==> config.mk <==
export PLATFORM = sky130hd
export DESIGN_NAME = serial_cfg_port
export DESIGN_NICKNAME = d
export VERILOG_FILES = /design/src/rtl/cfgport_pkg.sv /design/src/rtl/cfgport_sync.sv /design/src/rtl/cfgport_frame.sv /design/src/rtl/cfgport_regbank.sv /design/src/rtl/serial_cfg_port.sv
export SDC_FILE = /design/constraint.sdc
export NUM_CORES = 1
export LEC_CHECK = 0
export BUFFER_PORTS_ARGS = -buffer_cell sky130_fd_sc_hd__buf_2
export CELL_PAD_IN_SITES_DETAIL_PLACEMENT = 1
export CELL_PAD_IN_SITES_GLOBAL_PLACEMENT = 1
export CORE_UTILIZATION = 42
export DETAILED_ROUTE_END_ITERATION = 10
export PLACE_DENSITY_LB_ADDON = 0.1
export SYNTH_ARGS = -nofsm -noshare
export SYNTH_HDL_FRONTEND = slang
export SYNTH_HIERARCHICAL = 1
export SYNTH_SLANG_ARGS = --single-unit
==> constraint.sdc <==
create_clock -name clk -period 1.5 [get_ports clk]
set_input_delay 0.15 -clock clk [delete_from_list [all_inputs] [get_ports clk]]
set_output_delay 0.15 -clock clk [all_outputs]
set_load 0.02 [all_outputs]
==> src/rtl/cfgport_pkg.sv <==
package cfgport_pkg;
  // Control register layout, bit 0 is the first data bit on the wire
  typedef struct packed {
    logic [3:0] coding;
    logic       fmt;
    logic       bypass;
    logic       alrst;
    logic       pd;
  } chan_ctrl_t;

  localparam int unsigned CTRL_W = $bits(chan_ctrl_t);
  localparam int unsigned CODE_W = 4;
endpackage

==> src/rtl/cfgport_sync.sv <==
module cfgport_sync #(
  parameter int unsigned W = 1,
  parameter logic [W-1:0] RST_VAL = '0
) (
  input  logic         clk,
  input  logic         rst_n,
  input  logic [W-1:0] d,
  output logic [W-1:0] q
);
  logic [W-1:0] meta_q;

  always_ff @(posedge clk or negedge rst_n) begin
    if (!rst_n) begin
      meta_q <= RST_VAL;
      q      <= RST_VAL;
    end else begin
      meta_q <= d;
      q      <= meta_q;
    end
  end
endmodule

==> src/rtl/cfgport_frame.sv <==
module cfgport_frame #(
  parameter int unsigned ADDR_W  = 6,
  parameter int unsigned CH_W    = 1,
  parameter int unsigned DATA_W  = 8,
  localparam int unsigned CMD_W   = ADDR_W + CH_W + 1,
  localparam int unsigned FRAME_W = CMD_W + DATA_W,
  localparam int unsigned CNT_W   = $clog2(FRAME_W)
) (
  input  logic              clk,
  input  logic              rst_n,
  input  logic              sclk_s,
  input  logic              cs_n_s,
  input  logic              sdi_s,
  input  logic [ADDR_W-1:0] addr_strap,
  output logic              wr_pulse,
  output logic [CH_W-1:0]   wr_ch,
  output logic [DATA_W-1:0] wr_data,
  output logic [CNT_W-1:0]  bit_cnt
);
  localparam logic [CNT_W-1:0] LAST_BIT = CNT_W'(FRAME_W - 1);

  logic                sclk_d_q;
  logic [FRAME_W-1:0]  shreg_q, shreg_n;
  logic [CNT_W-1:0]    cnt_q, cnt_n;
  logic                wr_q, wr_n;
  logic [CH_W-1:0]     ch_q, ch_n;
  logic [DATA_W-1:0]   data_q, data_n;
  logic                sclk_rise;
  logic                shift_en;
  logic [FRAME_W-1:0]  word;

  assign sclk_rise = sclk_s & ~sclk_d_q;
  assign shift_en  = sclk_rise & ~cs_n_s;
  assign word      = {sdi_s, shreg_q[FRAME_W-1:1]};

  always_comb begin
    shreg_n = shreg_q;
    cnt_n   = cnt_q;
    wr_n    = 1'b0;
    ch_n    = ch_q;
    data_n  = data_q;
    if (cs_n_s) begin
      cnt_n = '0;
    end else if (shift_en) begin
      shreg_n = word;
      if (cnt_q == LAST_BIT) begin
        cnt_n  = '0;
        wr_n   = (word[ADDR_W-1:0] == addr_strap);
        ch_n   = word[ADDR_W +: CH_W];
        data_n = word[CMD_W +: DATA_W];
      end else begin
        cnt_n = cnt_q + 1'b1;
      end
    end
  end

  always_ff @(posedge clk or negedge rst_n) begin
    if (!rst_n) begin
      sclk_d_q <= 1'b0;
      shreg_q  <= '0;
      cnt_q    <= '0;
      wr_q     <= 1'b0;
      ch_q     <= '0;
      data_q   <= '0;
    end else begin
      sclk_d_q <= sclk_s;
      shreg_q  <= shreg_n;
      cnt_q    <= cnt_n;
      wr_q     <= wr_n;
      ch_q     <= ch_n;
      data_q   <= data_n;
    end
  end

  assign wr_pulse = wr_q;
  assign wr_ch    = ch_q;
  assign wr_data  = data_q;
  assign bit_cnt  = cnt_q;
endmodule

==> src/rtl/cfgport_regbank.sv <==
module cfgport_regbank
  import cfgport_pkg::*;
#(
  parameter int unsigned NUM_CH = 2,
  parameter int unsigned CH_W   = 1
) (
  input  logic              clk,
  input  logic              rst_n,
  input  logic              wr_pulse,
  input  logic [CH_W-1:0]   wr_ch,
  input  logic [CTRL_W-1:0] wr_data,
  input  logic [NUM_CH-1:0] alrst_done,
  output chan_ctrl_t        ctrl [NUM_CH]
);
  for (genvar i = 0; i < NUM_CH; i++) begin : g_chan
    chan_ctrl_t reg_q, reg_n;
    logic       sel;

    assign sel = wr_pulse && (wr_ch == CH_W'(i));

    always_comb begin
      reg_n = reg_q;
      if (sel) begin
        reg_n = chan_ctrl_t'(wr_data);
      end else if (alrst_done[i]) begin
        reg_n.alrst = 1'b0;
      end
    end

    always_ff @(posedge clk or negedge rst_n) begin
      if (!rst_n) reg_q <= '0;
      else if (sel || alrst_done[i]) reg_q <= reg_n;
    end

    assign ctrl[i] = reg_q;
  end
endmodule

==> src/rtl/serial_cfg_port.sv <==
module serial_cfg_port
  import cfgport_pkg::*;
#(
  parameter int unsigned ADDR_W = 6,
  parameter int unsigned NUM_CH = 2,
  localparam int unsigned CH_W   = (NUM_CH > 1) ? $clog2(NUM_CH) : 1,
  localparam int unsigned CNT_W  = $clog2(ADDR_W + CH_W + 1 + CTRL_W)
) (
  input  logic                       clk,
  input  logic                       rst_n,
  input  logic                       cs_n,
  input  logic                       sclk,
  input  logic                       sdi,
  input  logic [ADDR_W-1:0]          addr_strap,
  input  logic [NUM_CH-1:0]          alrst_done,
  output logic [NUM_CH-1:0]          chan_pd,
  output logic [NUM_CH-1:0]          chan_alrst,
  output logic [NUM_CH-1:0]          chan_bypass,
  output logic [NUM_CH-1:0]          chan_fmt,
  output logic [NUM_CH*CODE_W-1:0]   chan_coding,
  output logic                       standby
);
  logic              sclk_s, cs_n_s, sdi_s;
  logic              wr_pulse;
  logic [CH_W-1:0]   wr_ch;
  logic [CTRL_W-1:0] wr_data;
  logic [CNT_W-1:0]  bit_cnt;
  chan_ctrl_t        ctrl [NUM_CH];

  cfgport_sync #(.W(3), .RST_VAL(3'b010)) u_sync (
    .clk(clk), .rst_n(rst_n),
    .d({sdi, cs_n, sclk}),
    .q({sdi_s, cs_n_s, sclk_s})
  );

  cfgport_frame #(.ADDR_W(ADDR_W), .CH_W(CH_W), .DATA_W(CTRL_W)) u_frame (
    .clk(clk), .rst_n(rst_n),
    .sclk_s(sclk_s), .cs_n_s(cs_n_s), .sdi_s(sdi_s),
    .addr_strap(addr_strap),
    .wr_pulse(wr_pulse), .wr_ch(wr_ch), .wr_data(wr_data),
    .bit_cnt(bit_cnt)
  );

  cfgport_regbank #(.NUM_CH(NUM_CH), .CH_W(CH_W)) u_regs (
    .clk(clk), .rst_n(rst_n),
    .wr_pulse(wr_pulse), .wr_ch(wr_ch), .wr_data(wr_data),
    .alrst_done(alrst_done),
    .ctrl(ctrl)
  );

  for (genvar i = 0; i < NUM_CH; i++) begin : g_out
    assign chan_pd[i]                       = ctrl[i].pd;
    assign chan_alrst[i]                    = ctrl[i].alrst;
    assign chan_bypass[i]                   = ctrl[i].bypass;
    assign chan_fmt[i]                      = ctrl[i].fmt;
    assign chan_coding[i*CODE_W +: CODE_W]  = ctrl[i].coding;
  end

  assign standby = &chan_pd;
endmodule

==> key figures <==
Run status
  – Status: finished clean

GRT
  – First-pass GRT wire length: a little over 6000 um
  – Initial antenna violation count: 0
  – Vias in the first global route: 1233
  – Largest net degree at the start of global routing: 39
  – Global route overflow: 0
  – GRT Resource Usage Total: 16.5%

Synth
  – Syn nets: between 100 and 150
  – Mapped Area: 2050 um2
  – Yosys warnings: 6
  – #FFs+latches synth: 52
  – Synth top area share: between 60% and 70%
  – Yosys cell types: 27
  – Share of async-settable or async-resettable flops after synthesis: 100%
  – Ys flop type: dfrtp_1
  – Number of flops mapped to enable cells by yosys: 0
  – Syn Inst Count: 128
  – Post-synth top cells: 50 x dfrtp_1, 32 x mux2_2, 8 x mux2_4, 7 x xor2_1
  – Count leader, synth: dfrtp_1
  – Yosys top cell by area: dfrtp_1
  – Syn_area_per_cell: 16.0 um2
  – Main area contributors after synthesis: dfrtp_1 61%, mux2_2 18%, mux2_4 5.9%
  – Register area share after synthesis: 63.7%

Detailed routing
  – Total number of vias: 1150
  – Remaining antenna violation count: 0
  – TritonRoute pass-1 iters: 2
  – Routed WL: 3630 um
  – Initial DRC count: 37
  – DRC Markers: 0
  – Via/cell ratio: between 5 and 6
  – Routed length per instance: 16.0 um

Hold path
  – Hold Crit Class: primary input to register

Run
  – Max-Cap Viols: 0

CTS
  – Root Buffer Master: clkbuf_8
  – Worst-path clk slew: 90 ps
  – # H-tree levels: 2
  – Sink Count: between 50 and 60
  – Skew-Pair Late Insertion Delay: ~300 ps
  – TritonCTS Buffers: 5
  – TritonCTS clock tree: built
  – Clock buffer depth: 2

Layout
  – Share of cells above drive strength 1: 52.0%
  – N_diodes: 0
  – Layout area overhead: 20.2%
  – Area of the multi-input gates: roughly 720 um2
  – Fin nets: around 190
  – Seq. cell area: between 1000 and 1500 um2
  – FILL cells: 470

Timing
  – Clk_skew: 4.85 ps
  – Hold WS: 203 ps
  – Final setup margin: 29.1 ps
  – Max_slew headroom: 74.4%
  – Unrepaired setup endpoints after global routing: yes
  – Min Tclk post-route: 1470 ps
  – Endpoints failing setup: 0
  – Final Hold Fails: 0
  – Maximum clock frequency: around 680 MHz
  – Tcrit/Tclk final: a little over nine tenths
  – Fin. max-slew vios: 0
  – Worst slew pin tran: 384 ps

Floorplanning
  – # rows: 25
  – Die ar.: 5160 um2
  – Die X-Extent: 71.8 um
  – Die height: roughly 72 um
  – Core area: between 4000 and 5000 um2
  – Initial core utilization: a little over two fifths
  – Ports: 30

Power
  – VDD IR-drop max: 0.675 mV
  – Leak pwr: roughly 1.3 nW
  – Pwr/cell area: 1060 nW/um2

Critical path
  – Crit path capture type: register
  – Crit path required time: between 1500 and 2000 ps
  – Worst path arrival time: approximately 1700 ps
  – Worst setup path category: register to register
  – Nature of the critical path startpoint: register
  – Crit-path max FO: 10

Placement
  – Dpl hpwl: 2580 um
  – Post-Place Setup Slack: 32.4 ps
  – PortBufs: 29
  – Placer Congestion: 0.673
[area by class of cell]
type	instances	share of cell area [%]
Clock buffer	5	2.80
Clock inverter	3	0.915
Multi-Input combinational cell	73	29.4
Sequential cell	52	53.0
Tap cell	54	2.75
Timing Repair Buffer	40	11.2
[repair_timing]
item / CTS / global route
endpoints found under the hold margin: 17 / 0
setup buffers: 0 / 3
resized for setup: 0 / 1
endpoints found under the setup margin: 0 / 9
hold buffers: 4 / 0
[worst paths after layout]
kind	start	to	slack, ps	cells after the start
worst max-delay path	u_frame/sclk_d_q	u_frame/wr_data[7]	30	4
worst min-delay path	alrst_done[1]	u_regs/ctrl[1]	200	3
worst max register to register	u_frame/sclk_d_q	u_frame/wr_data[7]	30	4
worst min register to register	u_sync/meta_q[0]	u_sync/q[0]	360	0
max in group asynchronous	rst_n	u_sync/meta_q[1]	630	3
min in group asynchronous	rst_n	u_regs/ctrl[1]	290	2
[per-layer routing]
layer,share of wire [%],global-route usage (%),vias up
li1,-,-,532
met1,44,20.1,599
met2,52,27.0,15
met3,3.0,5.06,4
met4,1.9,7.19,0
met5,0,0,-
[critical path: stages, from the launching register on]
cell and delay, ps:
dfrtp_1 380, nand3b_1 250, nor3_4 240, buf_12 160
mux2_2 330
[through the flow]
| stage | power [W] | std cells | area, um2 | TNS, ps | utilization (%) |
|---|---|---|---|---|---|
| finish | 0.00261 | 227 | 2460 | 0 | 52.5 |
| global route | 0.00276 | 227 | 2460 | -295 | 52.5 |
| CTS | 0.00265 | 224 | 2430 | 0 | 51.9 |
| detailed placement | 0.00183 | 212 | 2300 | 0 | 49.1 |
| global placement | 0.00181 | 212 | 2300 | 0 | 49.1 |
| floorplan | 0.00172 | 128 | 2050 | 0 | - |
[flip-flops by register name, summed over array words and instances (netlist names), 3 cells and up]
| name | flops |
|---|---|
| u_frame/shreg_q | 15 |
| u_regs/ctrl | 16 |
| u_frame/bit_cnt | 4 |
| u_sync/meta_q | 3 |
| u_frame/wr_data | 8 |
| u_sync/q | 3 |
[cells by family (layout without fill, tap and decap cells)]
kind of cell / after synthesis / count (layout) / synth area share, %
flops: 52 / 52 / 63.7
xor+xnor: 7 / 7 / 3.00
buf+inv: 3 / 48 / 1.16
simple gates: 19 / 19 / 6.11
mux: 41 / 41 / 24.0
compound gates: 5 / 5 / 1.47
fa+ha+maj: 1 / 1 / 0.611
[where the power goes]
part | internal (W) | total [W] | switching [W]
clock | 0.000335 | 0.000798 | 0.000463
combinational | 0.000126 | 0.000206 | 0.0000805
sequential | 0.00152 | 0.00160 | 0.0000839
total | 0.00198 | 0.00261 | 0.000628
[cell usage in the layout, fill, tap and decap left out]
master         count
a21oi_1            3
a311o_1            1
and2_1             1
and3_1             1
buf_12             3
buf_2             29
buf_4              4
clkbuf_8           5
clkinv_2           1
clkinv_4           1
dfrtp_1           50
dfstp_2            2
dlygate4sd3_1      4
ha_1               1
inv_6              1
mux2_2            31
mux2_4             9
mux2i_1            1
nand2_1            3
nand2_2            1
nand2b_1           1
nand2b_4           1
nand3b_1           2
nor2_1             2
nor2_2             1
nor2b_1            2
nor3_1             1
nor3_4             1
nor4_1             1
o21ai_0            1
or3_1              1
xor2_1             7
No activity file was read; power rests on OpenSTA's default activity.
